**src/rtl/dm_pkg.sv**
```systemverilog
`timescale 1ns/1ps
package dm_pkg;
    typedef enum logic [1:0] {
        MODE_PICK = 2'd0,
        MODE_PEAK = 2'd1,
        MODE_MEAN = 2'd2,
        MODE_ALT  = 2'd3
    } dm_mode_e;

    typedef enum logic {
        DEC_EMPTY  = 1'b0,
        DEC_GATHER = 1'b1
    } dec_state_e;
endpackage

```
**src/rtl/dm_decim.sv**
```systemverilog
`timescale 1ns/1ps
module dm_decim
    import dm_pkg::*;
#(
    parameter int SW      = 8,
    parameter int MAX_LOG = 8,
    parameter int LW      = $clog2(MAX_LOG + 1)
) (
    input  logic          clk,
    input  logic          rst_n,
    input  logic          clr,
    input  dm_mode_e      mode,
    input  logic [LW-1:0] shift,
    input  logic          take_a,
    input  logic [SW-1:0] smp_a,
    input  logic          take_b,
    input  logic [SW-1:0] smp_b,
    output logic [1:0]    out_n,
    output logic [SW-1:0] out_b0,
    output logic [SW-1:0] out_b1
);
    localparam int CW   = MAX_LOG + 1;
    localparam int SUMW = SW + MAX_LOG;

    typedef struct packed {
        dec_state_e      st;
        logic [CW-1:0]   cnt;
        logic [SW-1:0]   first;
        logic [SW-1:0]   lo;
        logic [SW-1:0]   hi;
        logic [SUMW-1:0] sum;
    } acc_t;

    acc_t          acc_q, acc_a, acc_b;
    logic [1:0]    na, nb;
    logic [SW-1:0] a0, a1, b0, b1;

    // One sample through the interval state machine.
    function automatic void step(
        input  acc_t          cur,
        input  logic [SW-1:0] s,
        input  dm_mode_e      m,
        input  logic [LW-1:0] l,
        output acc_t          nx,
        output logic [1:0]    n,
        output logic [SW-1:0] e0,
        output logic [SW-1:0] e1
    );
        logic [SW-1:0]   fs, lo, hi;
        logic [SUMW-1:0] sm;
        logic [CW-1:0]   c;
        nx = cur;
        n  = 2'd0;
        e0 = '0;
        e1 = '0;
        fs = s;
        lo = s;
        hi = s;
        sm = SUMW'(s);
        c  = CW'(1);
        if (l == '0) begin
            n  = 2'd1;
            e0 = s;
        end else begin
            unique case (cur.st)
                DEC_EMPTY: begin
                    c = CW'(1);
                end
                DEC_GATHER: begin
                    fs = cur.first;
                    lo = (s < cur.lo) ? s : cur.lo;
                    hi = (s > cur.hi) ? s : cur.hi;
                    sm = cur.sum + SUMW'(s);
                    c  = cur.cnt + CW'(1);
                end
            endcase
            if (c == (CW'(1) << l)) begin
                nx = '0;
                case (m)
                    MODE_PEAK: begin
                        n  = 2'd2;
                        e0 = lo;
                        e1 = hi;
                    end
                    MODE_MEAN: begin
                        n  = 2'd1;
                        e0 = SW'(sm >> l);
                    end
                    default: begin
                        n  = 2'd1;
                        e0 = fs;
                    end
                endcase
            end else begin
                nx = '{st: DEC_GATHER, cnt: c, first: fs, lo: lo, hi: hi, sum: sm};
            end
        end
    endfunction

    // State register
    always_ff @(posedge clk) begin
        if (!rst_n || clr) begin
            acc_q <= '0;
        end else begin
            acc_q <= acc_b;
        end
    end

    // Next state and outputs: pipe A first, then pipe B
    always_comb begin
        step(acc_q, smp_a, mode, shift, acc_a, na, a0, a1);
        if (!take_a) begin
            acc_a = acc_q;
            na    = 2'd0;
            a0    = '0;
            a1    = '0;
        end
        step(acc_a, smp_b, mode, shift, acc_b, nb, b0, b1);
        if (!take_b) begin
            acc_b = acc_a;
            nb    = 2'd0;
            b0    = '0;
            b1    = '0;
        end
        out_n  = na + nb;
        out_b0 = (na != 2'd0) ? a0 : b0;
        out_b1 = (na == 2'd2) ? a1 : ((na == 2'd1) ? b0 : b1);
    end

    a_r3_count_bound: assert property (@(posedge clk) disable iff (!rst_n)
        acc_q.cnt < (CW'(1) << shift));

    a_r5_min_first: assert property (@(posedge clk) disable iff (!rst_n)
        (mode == MODE_PEAK && shift != '0 && out_n == 2'd2) |-> (out_b0 <= out_b1));
endmodule

```
**src/rtl/dm_pack.sv**
```systemverilog
`timescale 1ns/1ps
module dm_pack #(
    parameter int SW     = 8,
    parameter int GROUP  = 8,
    parameter int ADDR_W = 12
) (
    input  logic                  clk,
    input  logic                  rst_n,
    input  logic                  clr,
    input  logic [1:0]            in_n,
    input  logic [SW-1:0]         in_b0,
    input  logic [SW-1:0]         in_b1,
    output logic                  wr_en,
    output logic [ADDR_W-1:0]     wr_addr,
    output logic [GROUP*SW-1:0]   wr_data
);
    localparam int FW = $clog2(GROUP);
    localparam int TW = FW + 1;

    logic [GROUP-1:0][SW-1:0] slot_q, slot_d, grp;
    logic [FW-1:0]            fill_q, fill_d;
    logic [TW-1:0]            tot, pos1;
    logic [ADDR_W-1:0]        addr_q;
    logic                     full;

    always_comb begin
        grp    = slot_q;
        slot_d = '0;
        tot    = TW'(fill_q) + TW'(in_n);
        pos1   = TW'(fill_q) + TW'(1);
        if (in_n != 2'd0) begin
            grp[fill_q] = in_b0;
        end
        if (in_n == 2'd2 && pos1 < TW'(GROUP)) begin
            grp[pos1[FW-1:0]] = in_b1;
        end
        full = (tot >= TW'(GROUP));
        if (full) begin
            if (tot > TW'(GROUP)) begin
                slot_d[0] = in_b1;
            end
            fill_d = FW'(tot - TW'(GROUP));
        end else begin
            slot_d = grp;
            fill_d = FW'(tot);
        end
    end

    always_ff @(posedge clk) begin
        if (!rst_n || clr) begin
            slot_q  <= '0;
            fill_q  <= '0;
            addr_q  <= '0;
            wr_en   <= 1'b0;
            wr_addr <= '0;
            wr_data <= '0;
        end else begin
            slot_q <= slot_d;
            fill_q <= fill_d;
            wr_en  <= full;
            if (full) begin
                wr_data <= grp;
                wr_addr <= addr_q;
                addr_q  <= addr_q + ADDR_W'(1);
            end
        end
    end

    // Write history for address-sequence checks
    logic              chk_seen;
    logic [ADDR_W-1:0] chk_last;

    always_ff @(posedge clk) begin
        if (!rst_n || clr) begin
            chk_seen <= 1'b0;
            chk_last <= '0;
        end else if (wr_en) begin
            chk_seen <= 1'b1;
            chk_last <= wr_addr;
        end
    end

    a_r7_one_cycle_strobe: assert property (@(posedge clk) disable iff (!rst_n)
        wr_en |=> !wr_en);

    a_r8_addr_step: assert property (@(posedge clk) disable iff (!rst_n)
        (wr_en && chk_seen) |-> (wr_addr == chk_last + ADDR_W'(1)));

    a_r9_first_at_zero: assert property (@(posedge clk) disable iff (!rst_n)
        (wr_en && !chk_seen) |-> (wr_addr == '0));
endmodule

```
**src/rtl/sample_decim_packer.sv**
```systemverilog
`timescale 1ns/1ps
module sample_decim_packer
    import dm_pkg::*;
#(
    parameter int SW      = 8,
    parameter int GROUP   = 8,
    parameter int MAX_LOG = 8,
    parameter int ADDR_W  = 12,
    localparam int LW     = $clog2(MAX_LOG + 1)
) (
    input  logic                clk,
    input  logic                rst_n,
    input  logic                clr,
    input  logic [1:0]          cfg_mode,
    input  logic [LW-1:0]       cfg_shift,
    input  logic                cfg_dual,
    input  logic                a_valid,
    input  logic [SW-1:0]       a_data,
    input  logic                b_valid,
    input  logic [SW-1:0]       b_data,
    output logic                wr_en,
    output logic [ADDR_W-1:0]   wr_addr,
    output logic [GROUP*SW-1:0] wr_data
);
    logic [LW-1:0] eff_shift;
    logic          take_b;
    logic [1:0]    res_n;
    logic [SW-1:0] res0, res1;

    assign eff_shift = (cfg_shift > LW'(MAX_LOG)) ? LW'(MAX_LOG) : cfg_shift;
    assign take_b    = cfg_dual & b_valid;

    dm_decim #(
        .SW(SW),
        .MAX_LOG(MAX_LOG),
        .LW(LW)
    ) u_dec (
        .clk   (clk),
        .rst_n (rst_n),
        .clr   (clr),
        .mode  (dm_mode_e'(cfg_mode)),
        .shift (eff_shift),
        .take_a(a_valid),
        .smp_a (a_data),
        .take_b(take_b),
        .smp_b (b_data),
        .out_n (res_n),
        .out_b0(res0),
        .out_b1(res1)
    );

    dm_pack #(
        .SW(SW),
        .GROUP(GROUP),
        .ADDR_W(ADDR_W)
    ) u_pack (
        .clk    (clk),
        .rst_n  (rst_n),
        .clr    (clr),
        .in_n   (res_n),
        .in_b0  (res0),
        .in_b1  (res1),
        .wr_en  (wr_en),
        .wr_addr(wr_addr),
        .wr_data(wr_data)
    );
endmodule

```
**config.mk**
```make
export PLATFORM = sky130hd
export DESIGN_NAME = sample_decim_packer
export DESIGN_NICKNAME = d
export VERILOG_FILES = /design/src/rtl/dm_pkg.sv /design/src/rtl/dm_decim.sv /design/src/rtl/dm_pack.sv /design/src/rtl/sample_decim_packer.sv
export SDC_FILE = /design/constraint.sdc
export NUM_CORES = 1
export LEC_CHECK = 0
export BUFFER_PORTS_ARGS = -buffer_cell sky130_fd_sc_hd__clkbuf_2
export CORE_AREA = 4 4 231 233
export CTS_CLUSTER_DIAMETER = 40
export DETAILED_ROUTE_END_ITERATION = 12
export DIE_AREA = 0 0 235 237
export PLACE_DENSITY = 0.56
export SLEW_MARGIN = 20
export SYNTH_ARGS = -nofsm -noshare
export SYNTH_HDL_FRONTEND = slang
export SYNTH_SLANG_ARGS = --single-unit
```
**constraint.sdc**
```tcl
create_clock -name clk -period 11.8 [get_ports clk]
set_input_delay 0 -clock clk [delete_from_list [all_inputs] [get_ports clk]]
set_output_delay 0 -clock clk [all_outputs]
set_load 0.01 [all_outputs]
```
==> flow_summary.toml <==
[critical_path]
worstPathRequired_ns = 12.24
reg2regPathDepth = 32
r2r_end = "u_pack.wr_data[6]$_SDFFE_PP0N_"
cp.buffers_inverters = 5
crit_family = "simple AND/OR/NAND/NOR gates"
critPathMaxStageDelay_ns = 0.61
rrSetupSlack_ns = 2.35
cp-start-kind = "flip-flop"
cp.depth = 32
crit_slowest_cell = "and2_1"
path_max_fanout = 27
worstPathArrival_ns = 9.89
rr_startpoint = "u_dec.acc_q[40]$_SDFF_PP0_"
cpMostUsedCell = "ha_1"
critical_path_class = "reg -> reg"
end_kind = "flip-flop"

[grt]
grt_pass1_vias = 15900
overflow = 0
grt_pass1_wl_um = 95500
antenna_found_initial = 0
grt_max_degree = 74
grt_usage_pct = 21.3

[synthesis]
synth_top_family_by_area = "compound AO/OA/AOI/OAI gates"
synthMuxAreaShare_pct = 3.33
synth_edf_count = 0
yosys.area.top_type = "dfxtp_1"
synth_common_cells = "nand2_1, a21oi_1, dfxtp_1, nor2_1, o21ai_0"
yosys.area.top_type_share_pct = 26.9
synth_compound_area_share_pct = 34.6
yosys.cell_types.count = 96
avgSynthCellArea_um2 = 7.39
synth_fa_ha_area_share_pct = 4.97
post-synth-top-count-cell = "nand2_1"
synthSimpleGateAreaFrac_pct = 21.4
synth_seq_cells = 206
synth_nets = 2160
synth_ff_type = "dfxtp_1"
yosys_warnings = 0
ys_async_sr_fraction_pct = 0
synth.area.top_cells = "dfxtp_1, a21oi_1, nand2_1"
synth_cells = 2073
synthesis.area_um2 = 15300
synth_xor_area_share_pct = 3.03
yosysSeqAreaShare_pct = 26.9

[drt]
vias_per_cell = 6.10
first_pass_iters = 6
drt_wl_total_um = 62600
antenna_left = 0
vias = 17000
drcViolationCount = 0
drtIter0Drc = 1902
post_drt_wl_per_cell_um = 22.5

[cells_and_area]
syn_to_final_growth_pct = 15.1
drive_gt1_share_pct = 12.8
n_antenna_cell = 0
final_nets = 2171

[hold_path]
hp-start = "a_data[0]"
holdPathStages = 5
hold_end = "u_dec.acc_q[16]$_SDFF_PP0_"
hp-class = "in -> reg"

[timing]
finalWorstSetupSlack_ns = 2.35
rsz0062_at_grt = "no"
setup_tns_ns = 0
whs_ns = 0.0626
maxSlewViolCount = 0
slew_headroom_pct = 16.8
fmaxAchievable_mhz = 106
hold_viol_final = 0
tightest_slew_ns = 1.24
finalClockSkew_ns = 0.0468
finalCritPeriodShare_pct = 80.1
period_needed_ns = 9.45
setup_viol = 0

[floorplan]
die_area_um2 = 55700
core-area_um2 = 51200
row_count = 83
die_w_um = 235
ioPinCount = 105
fp.dieH_um = 237
start_util_pct = 29.9

[placed_design]
dpl_worst_slack_ns = 2.44
gp_congestion = 0.988
io_buffer_count = 104
hpwl_um = 42600

[cts]
clkTransAtPathRegs_ns = 0.06
cts_tree = "done"
ctsHtreeMaxLevel = 2
postCtsSetupRepairBufs = 0
clockBufferDepth = 3
cts_sinks = 206
post_cts_resized = 0
numCtsBuffers = 38
cts_hold_buf = 0
clk_latency_ns = 0.58
root_buffer = "clkbuf_16"

[power]
leakagePower_nw = 6.31
ir_drop_mv = 0.102
p_per_area_nw_per_um2 = 124

[run]
maxCapViolCount = 0

[run_status]
status = "finished clean"
## placed cells by master (no fill, tap or decap), types with 20 or more instances in the layout
cell	n
inv_1	46
a211oi_1	21
nand4_1	23
nor2_1	201
nor3_1	67
and2_1	20
o22ai_1	29
o211ai_1	26
a32oi_1	42
nand3_1	64
a21oi_1	217
a22oi_1	38
xnor2_1	32
xor2_1	21
o21ai_0	155
clkbuf_2	104
buf_4	35
o221ai_1	24
dfxtp_1	205
mux2i_1	27
a21o_1	46
clkbuf_16	38
ha_1	56
nand2_1	231
## power breakdown
part           leakage (nW)  internal, mW  switching [mW]  total [mW]
sequential             1.66         0.703         0.00595       0.709
combinational          4.04         0.120           0.262       0.382
clock                 0.607         0.669           0.415        1.08
## per-stage QoR
| stage | instances | area (um^2) | util (%) | power, mW |
|---|---|---|---|---|
| final | 2790 | 17600 | 34.4 | 2.18 |
| after global routing | 2790 | 17600 | 34.4 | 2.26 |
| after CTS | 2790 | 17600 | 34.4 | 2.19 |
| after detailed placement | 2724 | 16300 | 31.9 | 1.09 |
| after global placement | 2724 | 16300 | 31.9 | 1.09 |
| after floorplan | 2073 | 15300 | - | 0.978 |
## worst max path at each step
stage                          startpoint                               to  slack (ns)
6_report       u_dec.acc_q[40]$_SDFF_PP0_   u_pack.wr_data[6]$_SDFFE_PP0N_        2.35
5_1_grt        u_dec.acc_q[40]$_SDFF_PP0_  u_pack.wr_data[38]$_SDFFE_PP0N_        1.47
4_1_cts        u_dec.acc_q[40]$_SDFF_PP0_  u_pack.wr_data[62]$_SDFFE_PP0N_        2.45
3_5_place_dp   u_dec.acc_q[40]$_SDFF_PP0_  u_pack.wr_data[22]$_SDFFE_PP0N_        2.44
3_3_place_gp   u_dec.acc_q[40]$_SDFF_PP0_  u_pack.wr_data[22]$_SDFFE_PP0N_        2.80
2_1_floorplan                cfg_shift[0]  u_pack.wr_data[22]$_SDFFE_PP0N_        4.16
## layer usage
layer | up-vias | track usage [%] | part of all wire [%]
li1 | 7742 | - | -
met2 | 945 | 33.5 | 45
met3 | 187 | 4.01 | 9.1
met1 | 8158 | 28.5 | 42
met4 | 0 | 9.13 | 4.4
met5 | - | 0 | 0
## state kept, by name, indices dropped and copies added, names as in the netlist
name / flops
u_pack.slot_q: 64
u_pack.wr_addr: 12
u_dec.acc_q: 50
u_pack.wr_data: 64
u_pack.wr_en: 1
u_pack.fill_q: 3
u_pack.addr_q: 12
## logic make-up (layout without fill, tap and decap cells)
family,count (synthesis),after routing
muxes,43,43
buffers and inverters,217,254
and+or+nand+nor,709,709
AOI/OAI and AO/OA,786,786
xor gates and xnor gates,53,53
DFF,206,206
adders and majority gates,59,59
## layout make-up
cell class	instances	area, um^2
Sequential cell	206	4130
Multi-Input combinational cell	1650	10400
Inverter	49	184
Fill cell	5342	33600
Clock buffer	48	1060
Timing Repair Buffer	139	783
Clock inverter	18	223
Tap cell	680	851
## worst register-to-register path, delay by kind of cell (launching register included)
kind                     cells  cell delay [ns]
AO/OA/AOI/OAI               10             2.36
XOR/XNOR                     2             0.32
adder cells (fa/ha/maj)      4             1.19
buffers and inverters        5             1.59
flip-flops                   1             0.53
multiplexers                 1             0.27
AND/OR/NAND/NOR             10             3.10
Note: power is estimated with default switching activity, not from simulation.
